$ cat src/rtl/wheel_arb_pkg.sv
`timescale 1ns/1ps
package wheel_arb_pkg;

    localparam int unsigned NUM_MASTERS = 4;
    localparam int unsigned NUM_SLOTS   = 8;
    localparam int unsigned MASTER_W    = $clog2(NUM_MASTERS);
    localparam int unsigned SLOT_W      = $clog2(NUM_SLOTS);

    typedef logic [MASTER_W-1:0]    master_idx_t;
    typedef logic [SLOT_W-1:0]      slot_idx_t;
    typedef logic [NUM_MASTERS-1:0] master_vec_t;

    typedef struct packed {
        logic        owned;
        master_idx_t owner;
    } slot_entry_t;

    localparam int unsigned ENTRY_W = $bits(slot_entry_t);

    typedef struct packed {
        logic        hit;
        master_idx_t idx;
    } pick_t;

    typedef enum logic [1:0] {
        SRC_IDLE,
        SRC_WHEEL,
        SRC_RECLAIM
    } grant_src_t;

    // position 7 spare, 6->m3, 5->m1, 4->m0, 3->m2, 2->m0, 1->m1, 0->m0
    localparam logic [NUM_SLOTS*ENTRY_W-1:0] DEFAULT_TABLE = {
        3'b0_00, 3'b1_11, 3'b1_01, 3'b1_00,
        3'b1_10, 3'b1_00, 3'b1_01, 3'b1_00
    };

    // First requester strictly after ptr, wrapping, ptr itself examined last.
    function automatic pick_t next_requester(master_vec_t req, master_idx_t ptr);
        pick_t res;
        res = '0;
        for (int unsigned i = 1; i <= NUM_MASTERS; i++) begin
            master_idx_t cand;
            cand = master_idx_t'((32'(ptr) + i) % NUM_MASTERS);
            if (!res.hit && req[cand]) begin
                res.hit = 1'b1;
                res.idx = cand;
            end
        end
        return res;
    endfunction

    function automatic master_vec_t to_onehot(master_idx_t idx);
        return master_vec_t'(1) << idx;
    endfunction

endpackage

$ cat src/rtl/wheel_cursor.sv
`timescale 1ns/1ps
module wheel_cursor
    import wheel_arb_pkg::*;
#(
    parameter logic [NUM_SLOTS*ENTRY_W-1:0] TABLE = DEFAULT_TABLE
) (
    input  logic        clk,
    input  logic        rst,
    output slot_idx_t   cur_slot,
    output slot_entry_t cur_entry
);
    localparam slot_idx_t LAST_SLOT = slot_idx_t'(NUM_SLOTS - 1);

    slot_entry_t entries [NUM_SLOTS];

    for (genvar gi = 0; gi < NUM_SLOTS; gi++) begin : g_entry
        assign entries[gi] = slot_entry_t'(TABLE[gi*ENTRY_W +: ENTRY_W]);
    end

    always_ff @(posedge clk) begin
        if (rst) begin
            cur_slot <= '0;
        end else if (cur_slot == LAST_SLOT) begin
            cur_slot <= '0;
        end else begin
            cur_slot <= cur_slot + slot_idx_t'(1);
        end
    end

    assign cur_entry = entries[cur_slot];

endmodule

$ cat src/rtl/rr_reclaim.sv
`timescale 1ns/1ps
module rr_reclaim
    import wheel_arb_pkg::*;
(
    input  logic        clk,
    input  logic        rst,
    input  master_vec_t req,
    input  logic        reclaim_en,
    output pick_t       pick,
    output master_idx_t rr_ptr
);
    localparam master_idx_t PTR_RESET = master_idx_t'(NUM_MASTERS - 1);

    assign pick = next_requester(req, rr_ptr);

    always_ff @(posedge clk) begin
        if (rst) begin
            rr_ptr <= PTR_RESET;
        end else if (reclaim_en && pick.hit) begin
            rr_ptr <= pick.idx;
        end
    end

endmodule

$ cat src/rtl/slot_wheel_arbiter.sv
`timescale 1ns/1ps
module slot_wheel_arbiter
    import wheel_arb_pkg::*;
#(
    parameter logic [NUM_SLOTS*ENTRY_W-1:0] SLOT_TABLE = DEFAULT_TABLE
) (
    input  logic                   clk,
    input  logic                   rst,
    input  logic [NUM_MASTERS-1:0] req_i,
    output logic [NUM_MASTERS-1:0] gnt_o
);
    slot_idx_t   cur_slot;
    slot_entry_t cur_entry;
    pick_t       pick;
    master_idx_t rr_ptr;
    logic        owner_req;
    grant_src_t  src;
    master_vec_t gnt_d;

    wheel_cursor #(.TABLE(SLOT_TABLE)) u_cursor (
        .clk       (clk),
        .rst       (rst),
        .cur_slot  (cur_slot),
        .cur_entry (cur_entry)
    );

    rr_reclaim u_reclaim (
        .clk        (clk),
        .rst        (rst),
        .req        (req_i),
        .reclaim_en (!owner_req),
        .pick       (pick),
        .rr_ptr     (rr_ptr)
    );

    always_comb begin
        owner_req = cur_entry.owned && req_i[cur_entry.owner];
        if (owner_req) begin
            src = SRC_WHEEL;
        end else if (pick.hit) begin
            src = SRC_RECLAIM;
        end else begin
            src = SRC_IDLE;
        end
        case (src)
            SRC_WHEEL:   gnt_d = to_onehot(cur_entry.owner);
            SRC_RECLAIM: gnt_d = to_onehot(pick.idx);
            default:     gnt_d = '0;
        endcase
    end

    always_ff @(posedge clk) begin
        if (rst) begin
            gnt_o <= '0;
        end else begin
            gnt_o <= gnt_d;
        end
    end

endmodule

$ cat config.mk
export PLATFORM = sky130hd
export DESIGN_NAME = slot_wheel_arbiter
export DESIGN_NICKNAME = d
export VERILOG_FILES = /design/src/rtl/wheel_arb_pkg.sv /design/src/rtl/wheel_cursor.sv /design/src/rtl/rr_reclaim.sv /design/src/rtl/slot_wheel_arbiter.sv
export SDC_FILE = /design/constraint.sdc
export NUM_CORES = 1
export LEC_CHECK = 0
export BUFFER_PORTS_ARGS = -buffer_cell sky130_fd_sc_hd__buf_2
export CAP_MARGIN = 20
export CORE_MARGIN = 5
export CORE_UTILIZATION = 51
export DETAILED_ROUTE_END_ITERATION = 10
export PLACE_DENSITY = 0.81
export SLEW_MARGIN = 0
export SYNTH_ARGS = -nofsm -noshare
export SYNTH_HDL_FRONTEND = slang
export SYNTH_SLANG_ARGS = --single-unit
$ cat constraint.sdc
create_clock -name clk -period 2.3 [get_ports clk]
set_clock_uncertainty 0.15 [all_clocks]
set_input_delay 0.23 -clock clk [delete_from_list [all_inputs] [get_ports clk]]
set_output_delay 0.23 -clock clk [all_outputs]
set_load 0.005 [all_outputs]
==> results.ini <==
[critical_path]
arrival_ns = 2.15
end_kind = flop
critPathKind = reg -> reg
start_kind = flop
crit_required_ns = 2.30
worstPathMaxFanout = 6

[timing]
worst_slack_ns = 0.152
setup_viol = 0
min_period_over_period_pct = 93.4
slew_viol_final = 0
relSlewSlack_pct = 63.4
period_needed_ns = 2.15
worst_pin_slew_ns = 0.545
clock.fmax_mhz = 465
hold_viol = 0
tns_ns = 0
rsz0062_at_grt = false

[global_routing]
busiest_layer = met2
met3_usage_pct = 5.86
grt_pass1_vias = 515
grtUsageMet2_pct = 24.5
overflow = 0
grt_max_degree = 10
grt_usage_pct = 14.3
grt_pass1_wl_um = 2150
grt_antenna_before_repair = 0
use_met1_pct = 15.3

[cells_and_area]
fin_area_um2 = 754
regArea_um2 = 180
multi_input_area_um2 = 454
drive_above_1_share_pct = 23.6
nFillCells = 112
fin_nets = 102
syn_to_final_growth_pct = 13.6
diodes = 0
final_util_pct = 59.5

[detailed_routing]
drt_first_iter_violations = 9
wl_um = 1260
dr_total_vias = 563
route.detailed.drc = 0
first_pass_iters = 4
wl_per_cell_um = 12.1
viasPerCell = 5.41
ant_nets = 0

[yosys]
synth_area_um2 = 664
syn_nets = 88
ys_seq_area_share_pct = 27.1
syn_inst = 76
yosys_warnings = 0
yosysUniqueCellTypes = 30
synth-seq-cells = 9
syn_avg_cell_area_um2 = 8.74

[power]
power_frac_clock_pct = 25.2
intPower_w = 0.000328
combPwrFrac_pct = 34.0
sw_frac_of_total_pct = 31.5
vdd_drop_max_mv = 0.278
pwr-share-seq_pct = 40.7
power.density_nw_per_um2 = 635
total_power_w = 0.000479
leakage_nw = 0.348
p_sw_w = 0.000151

[run_status]
outcome = finished, final reports clean

[cts]
cts_sinks = 9
cts_tree = yes
htreeDepth = 1
root_buffer = clkbuf_4
clk_latency_ns = 0.26
clkTransAtPathRegs_ns = 0.06
cts_buffer_depth = 2
cts_buffers = 3
post_cts_resized = 0

[placement]
place_area_um2 = 713
hpwl_um = 999
finalWeightedCongestion = 0.862
pre_cts_slack_ns = 0.0875
io_buffers = 9

[floorplan]
ios = 10
start_util_pct = 52.4
chipHeight_um = 46.1
die_area_um2 = 2120
die_w_um = 46.1
row_count = 13
core_area_um2 = 1270

[worst_hold_path]
hp-class = in -> reg

[job]
drv_cap = 0

routing by layer:
layer	part of all wire (%)	routed length [µm]	vias to the layer above
met5	0	0	-
met4	0	0	0
met3	3.4	43	0
met2	55	686	6
met1	42	528	261
li1	-	-	296
cell families (layout without fill, tap and decap cells):
family,Yosys count,after routing,synth area share (%)
buffers and inverters,6,19,4.52
DFF,9,9,27.1
adders and majority gates,6,6,11.3
and+or+nand+nor,35,35,29.8
AOI/OAI and AO/OA,13,13,16.0
muxes,7,7,11.3
synth_stat cells:
master     instances  area share (%)
a211oi_2           1             1.9
a21oi_1            5             3.8
a21oi_4            1             2.4
a2bb2oi_1          1             1.3
a31oi_1            1            0.94
and2b_2            1             1.3
and3_1             1            0.94
buf_6              1             1.7
clkbuf_1           1            0.56
dfxtp_1            9              27
ha_1               6              11
inv_1              4             2.3
mux2_4             1             2.3
mux2i_1            6             9.0
nand2_1            3             1.7
nand2b_1           4             3.8
nand3_1            2             1.5
nand3b_1           3             3.4
nor2_1             9             5.1
nor2_2             1            0.94
nor2b_1            3             2.8
nor3_1             3             2.3
nor3b_1            2             2.3
nor4_1             1            0.94
nor4_2             1             1.9
o21ai_0            1            0.75
o21ba_1            1             1.5
o22ai_2            1             1.9
o32a_1             1             1.5
or3_1              1            0.94
cell usage in the layout (no fill, tap or decap), drive strengths merged, types with 3 or more instances in the layout:
cell type  count
dfxtp          9
mux2i          6
nand2          3
buf           11
ha             6
a21oi          6
nor2b          3
nand2b         4
clkbuf         4
inv            4
nor2          10
nand3b         3
nor3           3
power groups by stage:
stage                     Combinational, W  Sequential [W]  Clock, W
after global placement            0.000147        0.000198         0
after global routing              0.000181        0.000199  0.000135
after detailed placement          0.000151        0.000199         0
final                             0.000163        0.000195  0.000121
after floorplan                   0.000126        0.000193         0
after CTS                         0.000152        0.000195  0.000123
per-stage QoR:
step,hold slack [ns],std cells
6_report,0.123,104
5_1_grt,0.137,104
4_1_cts,0.117,102
3_5_place_dp,0.395,98
3_3_place_gp,0.380,98
2_1_floorplan,0.359,76
registers in the layout, indices dropped and copies added, names as in the netlist:
name               flops
u_reclaim.rr_ptr       2
u_cursor.cur_slot      3
gnt_o                  4
cell type report:
type                    instances  area share [%]
inverters                       4            1.99
multi-input cells              61            60.2
clock buffers                   4            3.48
repair buffers                 11            7.96
well taps                      15            2.49
flip-flops and latches          9            23.9
repair_timing:
| item | CTS | global route |
|---|---|---|
| endpoints found under the setup margin | 0 | 1 |
| setup buffers | 0 | 2 |
| hold buffers | 0 | 0 |
critical path, cell delays in order, from the launching register on:
cell and delay [ns]:
dfxtp_1 0.42, inv_1 0.07, ha_1 0.33, and2b_2 0.26, o21ba_1 0.20, o22ai_2 0.19
a21oi_4 0.10, mux2_4 0.31
final timing paths:
| check | startpoint | to | slack [ns] | cells after the start |
|---|---|---|---|---|
| setup / recovery | u_cursor.cur_slot[0]$_SDFF_PP0_ | gnt_o[0]$_SDFF_PP0_ | 0.15 | 7 |
| hold / removal | rst | u_cursor.cur_slot[0]$_SDFF_PP0_ | 0.12 | 2 |
| hold reg to reg | u_cursor.cur_slot[0]$_SDFF_PP0_ | u_cursor.cur_slot[0]$_SDFF_PP0_ | 0.40 | 1 |
| setup reg to reg | u_cursor.cur_slot[0]$_SDFF_PP0_ | gnt_o[0]$_SDFF_PP0_ | 0.15 | 7 |
No activity file was read; power rests on OpenSTA's default activity.
